### src/rtl/nfc_pkg.sv
`timescale 1ns/1ps
package nfc_pkg;
  typedef enum logic [2:0] {
    OP_START  = 3'd0,
    OP_NEXT   = 3'd1,
    OP_JUMP   = 3'd2,
    OP_FINISH = 3'd3,
    OP_COLUMN = 3'd4
  } nfc_op_e;

  typedef enum logic [1:0] {
    BK_CMD  = 2'd0,
    BK_ADDR = 2'd1,
    BK_READ = 2'd2
  } bus_kind_e;

  localparam logic [7:0] CMD_PAGE_RD  = 8'h00;
  localparam logic [7:0] CMD_PAGE_GO  = 8'h30;
  localparam logic [7:0] CMD_CACHE_GO = 8'h31;
  localparam logic [7:0] CMD_COL_SET  = 8'h05;
  localparam logic [7:0] CMD_COL_GO   = 8'hE0;
endpackage

### src/rtl/nfc_bus_phy.sv
`timescale 1ns/1ps
module nfc_bus_phy
  import nfc_pkg::*;
#(
  parameter int STB_CYC = 2
) (
  input  logic       clk,
  input  logic       rst_n,
  input  logic       go,
  input  bus_kind_e  kind,
  input  logic [7:0] wbyte,
  output logic       done,
  output logic [7:0] rbyte,
  output logic       nf_cle,
  output logic       nf_ale,
  output logic       nf_we_n,
  output logic       nf_re_n,
  output logic [7:0] nf_dq_o,
  output logic       nf_dq_oe,
  input  logic [7:0] nf_dq_i
);
  localparam int CNT_W = $clog2(STB_CYC + 1);
  localparam logic [CNT_W-1:0] CNT_END = CNT_W'(STB_CYC - 1);

  typedef enum logic [1:0] {PH_IDLE, PH_LOW, PH_HIGH} ph_e;

  ph_e              ph_q, ph_d;
  logic [CNT_W-1:0] cnt_q, cnt_d;
  bus_kind_e        kind_q;
  logic [7:0]       byte_q, rbyte_q;
  logic             done_q, done_d, load, cap;

  always_comb begin
    ph_d   = ph_q;
    cnt_d  = cnt_q;
    done_d = 1'b0;
    load   = 1'b0;
    cap    = 1'b0;
    case (ph_q)
      PH_IDLE: if (go) begin
        ph_d  = PH_LOW;
        cnt_d = '0;
        load  = 1'b1;
      end
      PH_LOW: if (cnt_q == CNT_END) begin
        ph_d  = PH_HIGH;
        cnt_d = '0;
        cap   = (kind_q == BK_READ);
      end else begin
        cnt_d = cnt_q + 1'b1;
      end
      PH_HIGH: if (cnt_q == CNT_END) begin
        ph_d   = PH_IDLE;
        done_d = 1'b1;
      end else begin
        cnt_d = cnt_q + 1'b1;
      end
      default: ph_d = PH_IDLE;
    endcase
  end

  always_ff @(posedge clk or negedge rst_n) begin
    if (!rst_n) begin
      ph_q    <= PH_IDLE;
      cnt_q   <= '0;
      done_q  <= 1'b0;
      kind_q  <= BK_CMD;
      byte_q  <= '0;
      rbyte_q <= '0;
    end else begin
      ph_q   <= ph_d;
      cnt_q  <= cnt_d;
      done_q <= done_d;
      if (load) begin
        kind_q <= kind;
        byte_q <= wbyte;
      end
      if (cap) rbyte_q <= nf_dq_i;
    end
  end

  assign done     = done_q;
  assign rbyte    = rbyte_q;
  assign nf_cle   = (ph_q != PH_IDLE) && (kind_q == BK_CMD);
  assign nf_ale   = (ph_q != PH_IDLE) && (kind_q == BK_ADDR);
  assign nf_we_n  = !((ph_q == PH_LOW) && (kind_q != BK_READ));
  assign nf_re_n  = !((ph_q == PH_LOW) && (kind_q == BK_READ));
  assign nf_dq_oe = (ph_q != PH_IDLE) && (kind_q != BK_READ);
  assign nf_dq_o  = byte_q;

  AST_CLE_ALE_EXCL: assert property (@(posedge clk) disable iff (!rst_n)
    !(nf_cle && nf_ale));
  AST_NO_BUS_FIGHT: assert property (@(posedge clk) disable iff (!rst_n)
    !(nf_dq_oe && !nf_re_n));
endmodule

### src/rtl/nfc_busy_mon.sv
`timescale 1ns/1ps
module nfc_busy_mon #(
  parameter int WB_CYC   = 4,
  parameter int BUSY_MAX = 100000
) (
  input  logic clk,
  input  logic rst_n,
  input  logic start,
  input  logic rb,
  output logic ready,
  output logic timeout
);
  localparam int CW = $clog2(BUSY_MAX + 1);

  logic          act_q, act_d, rdy_q, rdy_d, to_q, to_d;
  logic [CW-1:0] cnt_q, cnt_d;

  always_comb begin
    act_d = act_q;
    cnt_d = cnt_q;
    rdy_d = 1'b0;
    to_d  = 1'b0;
    if (start) begin
      act_d = 1'b1;
      cnt_d = '0;
    end else if (act_q) begin
      if ((cnt_q >= CW'(WB_CYC)) && rb) begin
        rdy_d = 1'b1;
        act_d = 1'b0;
      end else if (cnt_q == CW'(BUSY_MAX)) begin
        to_d  = 1'b1;
        act_d = 1'b0;
      end else begin
        cnt_d = cnt_q + 1'b1;
      end
    end
  end

  always_ff @(posedge clk or negedge rst_n) begin
    if (!rst_n) begin
      act_q <= 1'b0;
      cnt_q <= '0;
      rdy_q <= 1'b0;
      to_q  <= 1'b0;
    end else begin
      act_q <= act_d;
      cnt_q <= cnt_d;
      rdy_q <= rdy_d;
      to_q  <= to_d;
    end
  end

  assign ready   = rdy_q;
  assign timeout = to_q;

  AST_READY_NEEDS_RB: assert property (@(posedge clk) disable iff (!rst_n)
    rdy_q |-> $past(rb));
  AST_TIMEOUT_RB_LOW: assert property (@(posedge clk) disable iff (!rst_n)
    to_q |-> !$past(rb));
endmodule

### src/rtl/nand_cache_rd_seq.sv
`timescale 1ns/1ps
module nand_cache_rd_seq
  import nfc_pkg::*;
#(
  parameter int         COL_W      = 12,
  parameter int         ROW_W      = 17,
  parameter int         PAGE_BYTES = 2112,
  parameter int         MAIN_BYTES = 2048,
  parameter int         LAST_ROW   = (1 << ROW_W) - 1,
  parameter logic [7:0] EXIT_CMD   = 8'h3F,
  parameter int         STB_CYC    = 2,
  parameter int         WB_CYC     = 4,
  parameter int         BUSY_MAX   = 100000
) (
  input  logic             clk,
  input  logic             rst_n,
  input  logic             req_valid,
  output logic             req_ready,
  input  logic [2:0]       req_op,
  input  logic [ROW_W-1:0] req_row,
  input  logic [COL_W-1:0] req_col,
  output logic             out_valid,
  input  logic             out_ready,
  output logic [7:0]       out_data,
  output logic             out_last,
  output logic             out_spare,
  output logic             err_lastpage,
  output logic             err_timeout,
  output logic             nf_cle,
  output logic             nf_ale,
  output logic             nf_we_n,
  output logic             nf_re_n,
  output logic [7:0]       nf_dq_o,
  output logic             nf_dq_oe,
  input  logic [7:0]       nf_dq_i,
  input  logic             nf_rb
);
  localparam logic [COL_W-1:0] PG_END   = COL_W'(PAGE_BYTES - 1);
  localparam logic [COL_W-1:0] SPARE_AT = COL_W'(MAIN_BYTES);
  localparam logic [ROW_W-1:0] ROW_LAST = ROW_W'(LAST_ROW);

  typedef enum logic [2:0] {
    S_IDLE, S_ISSUE, S_WAITB, S_BUSY, S_RDGO, S_RDWAIT, S_OUT
  } st_e;

  st_e              st_q, st_d;
  nfc_op_e          op_q, op_d;
  logic [2:0]       step_q, step_d, last_step;
  logic [ROW_W-1:0] row_q, row_d, arow_q, arow_d;
  logic [COL_W-1:0] acol_q, acol_d, col_q, col_d;
  logic             run_q, run_d, cached_q, cached_d, errlp_q, errlp_d;
  logic             bus_go, bus_done, bm_start, bm_rdy, bm_to;
  bus_kind_e        bus_kind, scr_kind;
  logic [7:0]       bus_byte, scr_byte, bus_rbyte;
  logic [23:0]      row24;
  logic [15:0]      col16;

  assign row24 = 24'(arow_q);
  assign col16 = 16'(acol_q);

  // Byte script for the current request, indexed by step_q
  always_comb begin
    scr_kind = BK_ADDR;
    scr_byte = 8'h00;
    case (op_q)
      OP_START, OP_JUMP: begin
        last_step = 3'd6;
        case (step_q)
          3'd0: begin scr_kind = BK_CMD; scr_byte = CMD_PAGE_RD; end
          3'd3: scr_byte = row24[7:0];
          3'd4: scr_byte = row24[15:8];
          3'd5: scr_byte = row24[23:16];
          3'd6: begin
            scr_kind = BK_CMD;
            scr_byte = (op_q == OP_START) ? CMD_PAGE_GO : CMD_CACHE_GO;
          end
          default: scr_byte = 8'h00;
        endcase
      end
      OP_COLUMN: begin
        last_step = 3'd3;
        case (step_q)
          3'd0: begin scr_kind = BK_CMD; scr_byte = CMD_COL_SET; end
          3'd1: scr_byte = col16[7:0];
          3'd2: scr_byte = col16[15:8];
          default: begin scr_kind = BK_CMD; scr_byte = CMD_COL_GO; end
        endcase
      end
      default: begin
        last_step = 3'd0;
        scr_kind  = BK_CMD;
        scr_byte  = (op_q == OP_FINISH) ? EXIT_CMD : CMD_CACHE_GO;
      end
    endcase
  end

  always_comb begin
    st_d = st_q;  op_d = op_q;  step_d = step_q;
    row_d = row_q;  arow_d = arow_q;  acol_d = acol_q;  col_d = col_q;
    run_d = run_q;  cached_d = cached_q;  errlp_d = 1'b0;
    bus_go = 1'b0;  bus_kind = scr_kind;  bus_byte = scr_byte;  bm_start = 1'b0;
    case (st_q)
      S_IDLE: if (req_valid) begin
        case (nfc_op_e'(req_op))
          OP_START: if (!run_q) begin
            op_d = OP_START;  arow_d = req_row;  row_d = req_row;
            acol_d = '0;  run_d = 1'b1;  cached_d = 1'b0;
            step_d = '0;  st_d = S_ISSUE;
          end
          OP_NEXT: if (run_q) begin
            if (row_q == ROW_LAST) begin
              errlp_d = 1'b1;
            end else begin
              op_d = OP_NEXT;  row_d = row_q + 1'b1;  acol_d = '0;
              cached_d = 1'b1;  step_d = '0;  st_d = S_ISSUE;
            end
          end
          OP_JUMP: if (run_q) begin
            op_d = OP_JUMP;  arow_d = req_row;  row_d = req_row;  acol_d = '0;
            cached_d = 1'b1;  step_d = '0;  st_d = S_ISSUE;
          end
          OP_FINISH: if (run_q) begin
            op_d = OP_FINISH;  acol_d = '0;  run_d = 1'b0;
            cached_d = 1'b1;  step_d = '0;  st_d = S_ISSUE;
          end
          OP_COLUMN: if (run_q && cached_q) begin
            op_d = OP_COLUMN;  acol_d = req_col;  step_d = '0;  st_d = S_ISSUE;
          end
          default: ;
        endcase
      end
      S_ISSUE: begin
        bus_go = 1'b1;
        st_d   = S_WAITB;
      end
      S_WAITB: if (bus_done) begin
        if (step_q == last_step) begin
          if (op_q == OP_COLUMN) begin
            col_d = acol_q;
            st_d  = S_RDGO;
          end else begin
            bm_start = 1'b1;
            st_d     = S_BUSY;
          end
        end else begin
          step_d = step_q + 3'd1;
          st_d   = S_ISSUE;
        end
      end
      S_BUSY: if (bm_to) begin
        st_d = S_IDLE;  run_d = 1'b0;  cached_d = 1'b0;
      end else if (bm_rdy) begin
        if (op_q == OP_START) begin
          st_d = S_IDLE;
        end else begin
          col_d = acol_q;
          st_d  = S_RDGO;
        end
      end
      S_RDGO: begin
        bus_go   = 1'b1;
        bus_kind = BK_READ;
        st_d     = S_RDWAIT;
      end
      S_RDWAIT: if (bus_done) st_d = S_OUT;
      S_OUT: if (out_ready) begin
        if (col_q == PG_END) begin
          st_d = S_IDLE;
          if (op_q == OP_FINISH) cached_d = 1'b0;
        end else begin
          col_d = col_q + 1'b1;
          st_d  = S_RDGO;
        end
      end
      default: st_d = S_IDLE;
    endcase
  end

  always_ff @(posedge clk or negedge rst_n) begin
    if (!rst_n) begin
      st_q <= S_IDLE;  op_q <= OP_START;  step_q <= '0;
      row_q <= '0;  arow_q <= '0;  acol_q <= '0;  col_q <= '0;
      run_q <= 1'b0;  cached_q <= 1'b0;  errlp_q <= 1'b0;
    end else begin
      st_q <= st_d;  op_q <= op_d;  step_q <= step_d;
      row_q <= row_d;  arow_q <= arow_d;  acol_q <= acol_d;  col_q <= col_d;
      run_q <= run_d;  cached_q <= cached_d;  errlp_q <= errlp_d;
    end
  end

  nfc_bus_phy #(.STB_CYC(STB_CYC)) phy_i (
    .clk(clk), .rst_n(rst_n), .go(bus_go), .kind(bus_kind), .wbyte(bus_byte),
    .done(bus_done), .rbyte(bus_rbyte), .nf_cle(nf_cle), .nf_ale(nf_ale),
    .nf_we_n(nf_we_n), .nf_re_n(nf_re_n), .nf_dq_o(nf_dq_o),
    .nf_dq_oe(nf_dq_oe), .nf_dq_i(nf_dq_i)
  );

  nfc_busy_mon #(.WB_CYC(WB_CYC), .BUSY_MAX(BUSY_MAX)) bm_i (
    .clk(clk), .rst_n(rst_n), .start(bm_start), .rb(nf_rb),
    .ready(bm_rdy), .timeout(bm_to)
  );

  assign req_ready    = (st_q == S_IDLE);
  assign out_valid    = (st_q == S_OUT);
  assign out_data     = bus_rbyte;
  assign out_last     = (col_q == PG_END);
  assign out_spare    = (col_q >= SPARE_AT);
  assign err_lastpage = errlp_q;
  assign err_timeout  = bm_to;

  AST_STALL_HOLDS: assert property (@(posedge clk) disable iff (!rst_n)
    (out_valid && !out_ready) |=> (out_valid && $stable(out_data)));
  AST_STALL_RE_IDLE: assert property (@(posedge clk) disable iff (!rst_n)
    out_valid |-> nf_re_n);
  AST_NO_EARLY_DATA: assert property (@(posedge clk) disable iff (!rst_n)
    out_valid |-> cached_q);
endmodule

### config.mk
export PLATFORM = sky130hd
export DESIGN_NAME = nand_cache_rd_seq
export DESIGN_NICKNAME = d
export VERILOG_FILES = /design/src/rtl/nfc_pkg.sv /design/src/rtl/nfc_bus_phy.sv /design/src/rtl/nfc_busy_mon.sv /design/src/rtl/nand_cache_rd_seq.sv
export SDC_FILE = /design/constraint.sdc
export NUM_CORES = 1
export LEC_CHECK = 0
export BUFFER_PORTS_ARGS = -buffer_cell sky130_fd_sc_hd__buf_4
export CORE_ASPECT_RATIO = 1.5
export CORE_MARGIN = 2
export CORE_UTILIZATION = 59
export CTS_CLUSTER_SIZE = 20
export DETAILED_ROUTE_END_ITERATION = 10
export GPL_ROUTABILITY_DRIVEN = 0
export PLACE_DENSITY_LB_ADDON = 0.25
export SLEW_MARGIN = 40
export SYNTH_ARGS = -nofsm -noshare
export SYNTH_HDL_FRONTEND = slang
export SYNTH_SLANG_ARGS = --single-unit
### constraint.sdc
create_clock -name clk -period 4.2 [get_ports clk]
set_clock_uncertainty 0.2 [all_clocks]
set_input_delay 0.21 -clock clk [delete_from_list [all_inputs] [get_ports clk]]
set_output_delay 0.21 -clock clk [all_outputs]
set_load 0.01 [all_outputs]
==> flow_summary.yaml, run 1 <==
cells_and_area:
  finalInstanceArea_mm2: 0.00804
  area_growth_pct: 26.0
  final-seq-area_mm2: 0.00283
  antenna_cells: 0
  multi_input_area_mm2: 0.00329
  finalNetCount: 838
  layout.filler_cells: 723
  final_common_cell: "dfrtp_1"
  most-common-layout-cells: "dfrtp_1 (113), buf_4 (77), a21oi_1 (52)"
  fraction_of_final_layout_cells_sized_beyond_drive_strength_1_pct: 18.9
clocking:
  cts-htree-levels: 4
  clk_transition_reported_paths_ns: 0.05
  tritoncts.num_buffers: 17
  clk_latency_ns: 0.42
  clkSinkCount: 113
  cts-root-buf: "clkbuf_16"
  cts_tree: "built"
  cts-root-to-sink-buffers: 2
  post_cts_buffers: 0
sta:
  report.final.slew_viol_count: 0
  worst_margin_pin_slew_ns: 0.731
  layout_worst_path_cycle_share_pct: 76.7
  max-slew-margin-rel_pct: 51.1
  number_of_hold_slack_violations_in_the_final_timing_report: 0
  rsz_0062_raised_after_global_routing: "false"
  final.min_clock_period_ns: 3.22
  finalWorstSetupSlack_ns: 0.978
  finalSetupTns_ns: 0
  finalHoldWorstSlack_ns: 0.0969
  report.final.setup_viol: 0
  maximum_achievable_frequency_mhz: 310
placed_design:
  buffer_ports.inserted: 71
  dpl-instance-area_mm2: 0.00699
  dpl_worst_slack_ns: 1.10
  dp.final_hpwl_um: 11400
logic_synthesis:
  cells_after_synth: 681
  ys_seq_area_share_pct: 44.3
  synth.cell_area_mm2: 0.00638
  avgSynthCellArea_um2: 9.36
  netlist_top_cells_area: "dfrtp_1 (44%), mux2_2 (4.6%), a21oi_1 (4.1%)"
  synth-seq-cells: 113
  netlist.top_cell.by_area: "dfrtp_1"
  asyncSetResetFlopFracSynth_pct: 100
  netlist.area_leader.share_pct: 44.3
  synth-edff-count: 0
  synth_flop_cell: "dfrtp_1"
  synth_fp_nets: 744
  synth.distinct_cells: 66
  yosys_warnings: 0
floorplanning:
  core_mm2: 0.0105
  die_y_um: 131
  rows: 46
  dieArea_mm2: 0.0117
  dieWidth_um: 88.9
  count_of_boundary_i_o_pins: 72
  floorplan.initialDensity_pct: 60.5
grt:
  grt.met1_usage_pct: 38.2
  grt_start_max_net_pins: 80
  use_met2_pct: 50.7
  busiest_layer: "met2"
  via_count_of_the_first_global_routing_pass: 5922
  groute.layer.met3.usage_pct: 5.65
  grt_pass1_wl_um: 28600
  gr-total-overflow: 0
  grt_usage_pct: 30.8
  antenna_found_initial: 0
flow_run:
  max-cap-violations: 0
route:
  wl_per_cell_um: 18.6
  wl_um: 17400
  drt-initial-drc-count: 588
  detail_route.first_pass.iterations: 5
  drt_drc_violations_left: 0
  routed-via-count: 5971
  postRouteAntennaNets: 0
  detail_route.vias_per_cell: 6.41
power:
  p_per_area_mw_per_mm2: 352
  p_leak_nw: 3.50
  power_mw: 2.83
  vdd.ir_drop.worst_mv: 0.327
setup_path:
  timing_worst_setup_path_type: "reg -> reg"
  crit_required_ns: 4.33
  worst_setup_path_end_kind: "flop"
  startpoint_class_of_the_critical_path: "flop"
  crit_arrival_ns: 3.36
  critical_path.max_fanout: 14
outcome:
  run_status: "finished, final reports clean"
worst_hold_path:
  hold_class: "in -> reg"
==> sequential cells by signal (all words and copies together) (netlist names), 3 cells and up <==
signal,flops
phy_i.nf_dq_o,8
st_q,3
col_q,12
phy_i.rbyte,8
acol_q,12
bm_i.cnt_q,17
step_q,3
op_q,3
arow_q,17
row_q,17
==> report_power, final <==
| group | internal (mW) | switching (mW) |
|---|---|---|
| clock network | 1.03 | 0.506 |
| registers | 1.11 | 0.0180 |
| logic | 0.0837 | 0.0814 |
==> Yosys cell counts, types with 5 or more instances <==
cell type  number
a211o_1         5
a211oi_1       10
a21oi_1        52
a22o_1         13
a2bb2oi_1      14
a31oi_1         9
a32oi_1         8
and3_1         14
and4_1          7
clkbuf_1       38
dfrtp_1       113
ha_1           18
inv_1          26
mux2_2         26
mux2i_1         8
nand2_1        46
nand2b_1        7
nand3_1        28
nand4_1        13
nor2_1         48
nor2b_1         6
nor3_1         18
nor4_1          7
o211ai_1        5
o21a_1          7
o21ai_0        39
o31ai_1        11
or3_1           6
or4_1           9
xnor2_1         6
==> critical path, stage by stage (launching register included) <==
cell and delay, ns:
dfrtp_1 0.42, ha_1 0.26, and4_1 0.27, and3_1 0.23
ha_1 0.19, nand2b_1 0.18, a211oi_1 0.32, o21a_1 0.49
buf_4 0.30, o21ai_0 0.11, mux2i_1 0.18
==> path summary, 6_finish.rpt <==
kind	from	to	slack (ns)	cells after the start
worst max-delay path	row_q[0]	row_q[0]	0.98	10
worst min-delay path	req_valid	st_q[0]	0.1	4
worst max register to register	row_q[0]	row_q[0]	0.98	10
worst min register to register	phy_i.nf_dq_o[0]	phy_i.nf_dq_o[0]	0.29	1
max in group asynchronous	rst_n	row_q[16]	2.68	3
min in group asynchronous	rst_n	col_q[3]	0.19	2
==> routing by layer <==
layer	vias up	routed length, um
met5	-	0
met4	0	655
met3	60	987
met2	300	9040
met1	2874	6670
li1	2737	-
==> per-stage QoR <==
stage | instances | util (%)
floorplan | 681 | -
global placement | 858 | 66.2
detailed placement | 858 | 66.3
CTS | 931 | 76.3
global route | 931 | 76.3
finish | 931 | 76.3
==> what timing repair did <==
| action | 4_1_cts | 5_1_grt |
|---|---|---|
| hold endpoints to repair | 132 | 0 |
| hold buffers | 42 | 0 |
| gates resized for setup | 0 | 0 |
==> layout make-up <==
type / instances / area share [%]
Inverter: 27 / 1.26
Timing Repair Buffer: 120 / 12.6
Clock buffer: 21 / 5.85
Sequential cell: 113 / 35.2
Multi-Input combinational cell: 496 / 40.9
Clock inverter: 10 / 1.96
Tap cell: 144 / 2.24
==> logic make-up after synthesis <==
kind of cell    count (synthesis)  synth area share, %
simple gates                  226                 18.7
xor+xnor                        7                0.961
fa+ha+maj                      18                 3.53
mux                            34                 5.85
compound gates                211                 22.2
buf+inv                        72                 4.41
flops                         113                 44.3
Note: power is estimated with default switching activity, not from simulation.
==> inputs of run 2 (changes only) <==
--- a/config.mk
+++ b/config.mk
@@ -5,10 +5,11 @@
 export SDC_FILE = /design/constraint.sdc
 export NUM_CORES = 1
 export LEC_CHECK = 0
+export ABC_AREA = 1
 export BUFFER_PORTS_ARGS = -buffer_cell sky130_fd_sc_hd__buf_4
 export CORE_ASPECT_RATIO = 1.5
 export CORE_MARGIN = 2
-export CORE_UTILIZATION = 59
+export CORE_UTILIZATION = 60
 export CTS_CLUSTER_SIZE = 20
 export DETAILED_ROUTE_END_ITERATION = 10
 export GPL_ROUTABILITY_DRIVEN = 0
==> constraint.sdc (replaced) <==
create_clock -name clk -period 3.2 [get_ports clk]
set_clock_uncertainty 0.2 [all_clocks]
set_input_delay 0.16 -clock clk [delete_from_list [all_inputs] [get_ports clk]]
set_output_delay 0.16 -clock clk [all_outputs]
set_load 0.01 [all_outputs]
==> run 2 against run 1 <==
Highest routed layer unchanged. Cell area grew 9.0%. Critical path depth up 6. Worst setup slack got worse by 0.56 ns.
==> flow_summary.yaml, run 2 <==
outcome:
  run_status: "finished, final reports clean"
grt:
  use_met2_pct: 57.6
  via_count_of_the_first_global_routing_pass: 6885
  grt.met1_usage_pct: 35.0
  grt_pass1_wl_um: 32100
  grt_start_max_net_pins: 46
  busiest_layer: "met2"
  grt_usage_pct: 31.7
  antenna_found_initial: 0
  gr-total-overflow: 0
  groute.layer.met3.usage_pct: 4.60
setup_path:
  timing.critical_path.slowest_cell_delay_ns: 0.40
  worst_setup_path_end_kind: "flop"
  r2r_slack_ns: 0.41
  worst-r2r-cell-count: 16
  crit_cells: 16
  critPathBufInv: 0
  critical_path.max_fanout: 5
  crit_required_ns: 3.35
  r2r_end: "step_q[2]"
  setup.worst_path.start: "row_q[0]"
  critical_path.most_common_cell: "nand2_1"
  crit_path_end: "step_q[2]"
  cpMaxStageDelayCell: "dfrtp_1"
  critPathTopFamily: "simple AND/OR/NAND/NOR gates"
  regToRegStartpoint: "row_q[0]"
  crit_arrival_ns: 2.93
  worstPathCellList: "ha_1 -> nand2_1 -> nor2_2 -> nand2_1 -> nor2_2 -> nand2_1 -> nor4_1 -> ha_1 -> nand4_1 -> nand2_1 -> nand2_1 -> nand3_1 -> nor2_2 -> nand2_1 -> nand2_1 -> nand2_1"
  timing_worst_setup_path_type: "reg -> reg"
  startpoint_class_of_the_critical_path: "flop"
clocking:
  cts_tree: "built"
  clk_latency_ns: 0.42
  clkSinkCount: 113
  cts-root-buf: "clkbuf_16"
  cts-htree-levels: 4
  tritoncts.num_buffers: 17
  post_cts_buffers: 0
  clk_transition_reported_paths_ns: 0.05
  cts-root-to-sink-buffers: 2
logic_synthesis:
  yosys-top-cells-count: "nand2_1 (335), nand3_1 (134), dfrtp_1 (113), inv_1 (93), nor2_1 (77)"
  netlist_top_cells_area: "dfrtp_1 (40%), nand2_1 (18%), nand3_1 (9.4%)"
  synth-seq-cells: 113
  synth.cell_area_mm2: 0.00716
  yosys_warnings: 0
  synth-edff-count: 0
  ys_seq_area_share_pct: 39.5
  synth_most_common_cell: "nand2_1"
  synth_fp_nets: 1060
  cells_after_synth: 997
  netlist.top_cell.by_area: "dfrtp_1"
  netlist.area_leader.share_pct: 39.5
  synth_flop_cell: "dfrtp_1"
  asyncSetResetFlopFracSynth_pct: 100
  synth.distinct_cells: 46
  avgSynthCellArea_um2: 7.18
route:
  wl_per_cell_um: 15.3
  drt_drc_violations_left: 0
  wl_um: 19400
  detail_route.vias_per_cell: 5.63
  postRouteAntennaNets: 0
  routed-via-count: 7112
  drt-initial-drc-count: 428
  detail_route.first_pass.iterations: 6
floorplanning:
  rows: 48
  dieWidth_um: 93.2
  floorplan.initialDensity_pct: 61.7
  die_y_um: 138
  dieArea_mm2: 0.0128
  core_mm2: 0.0116
  count_of_boundary_i_o_pins: 72
power:
  p_leak_nw: 4.40
  p_per_area_mw_per_mm2: 775
  power_mw: 6.79
  vdd.ir_drop.worst_mv: 0.469
sta:
  worst_margin_pin_slew_ns: 0.769
  rsz_0062_raised_after_global_routing: "false"
  report.final.slew_viol_count: 0
  finalSetupTns_ns: 0
  finalWorstSetupSlack_ns: 0.414
  final.min_clock_period_ns: 2.79
  report.final.setup_viol: 0
  maximum_achievable_frequency_mhz: 359
  number_of_hold_slack_violations_in_the_final_timing_report: 0
  max-slew-margin-rel_pct: 48.6
  layout_worst_path_cycle_share_pct: 87.1
placed_design:
  dp.final_hpwl_um: 13100
  buffer_ports.inserted: 71
  dpl_worst_slack_ns: 0.269
cells_and_area:
  multi_input_area_mm2: 0.00378
  finalNetCount: 1166
  fraction_of_final_layout_cells_sized_beyond_drive_strength_1_pct: 15.1
  biggestRegsByFlops: "arow_q (17), bm_i.cnt_q (17), row_q (17)"
  final_common_cell: "nand2_1"
  layout.filler_cells: 883
  area_growth_pct: 22.4
  most-common-layout-cells: "nand2_1 (334), nand3_1 (134), dfrtp_1 (113)"
  antenna_cells: 0
  final-seq-area_mm2: 0.00283
flow_run:
  max-cap-violations: 0
worst_hold_path:
  hold_class: "in -> async"
-- run 2: cell count changes in the layout (fill, tap and decap cells not counted), moves of 18 or more --
cell     previous run  this run
a21oi_1            52        20
nand3_1            28       134
nor2_1             46        76
mux2_2             26         8
nand2_1            46       334
inv_1              26        93
-- run 2: worst min path at each step --
stage / start / endpoint / slack, ns
3_3_place_gp: rst_n / col_q[0] / 0.001
6_report: rst_n / col_q[2] / 0.09
4_1_cts: rst_n / col_q[2] / 0.11
2_1_floorplan: rst_n / acol_q[0] / -0.34
5_1_grt: rst_n / acol_q[11] / 0.16
3_5_place_dp: rst_n / col_q[2] / 0.002
-- run 2: per-layer routing --
metal	share of wire (%)	vias to the layer above
li1	-	3434
met1	37	3304
met2	53	289
met3	4.7	85
met4	5.3	0
met5	0	-
-- run 2: power by group --
group	total, mW	switching, mW	internal, mW
Combinational	2.49	1.52	0.967
Clock	1.79	0.640	1.15
Sequential	2.51	0.562	1.95
Total	6.79	2.72	4.07
-- run 2: kinds of logic (layout without fill, tap and decap cells) --
group                    count (synthesis)  in the layout  share of synthesized area [%]
buffers and inverters                  136            253                           7.97
multiplexers                             8              8                           1.26
XOR/XNOR                                18             18                           2.31
adder cells (fa/ha/maj)                 18             18                           3.15
flip-flops                             113            113                           39.5
AND/OR/NAND/NOR                        600            600                           37.1
AO/OA/AOI/OAI                          104            104                           8.69
-- run 2: cell type report --
class	instances	area share, %
timing repair buffer	120	11.7
sequential	113	32.3
clock inverter	6	0.628
inverter	103	4.44
multi-input combinational	748	43.1
clock buffer	24	5.73
tap	150	2.14
-- run 2: repair_timing --
item	in CTS	in global routing
gates resized for setup	0	3
setup endpoints to repair	0	19
hold buffers	43	0
endpoints found under the hold margin	103	0
-- run 2: metrics by stage --
stage               instances  hold WS, ns  instance area [um2]  util (%)
floorplan                 997       -0.336                 7160         -
CTS                      1264        0.110                 8750      75.5
global route             1264        0.161                 8760      75.6
finish                   1264       0.0936                 8760      75.6
global placement         1191      0.00102                 7750      66.9
detailed placement       1191      0.00171                 7760      66.9
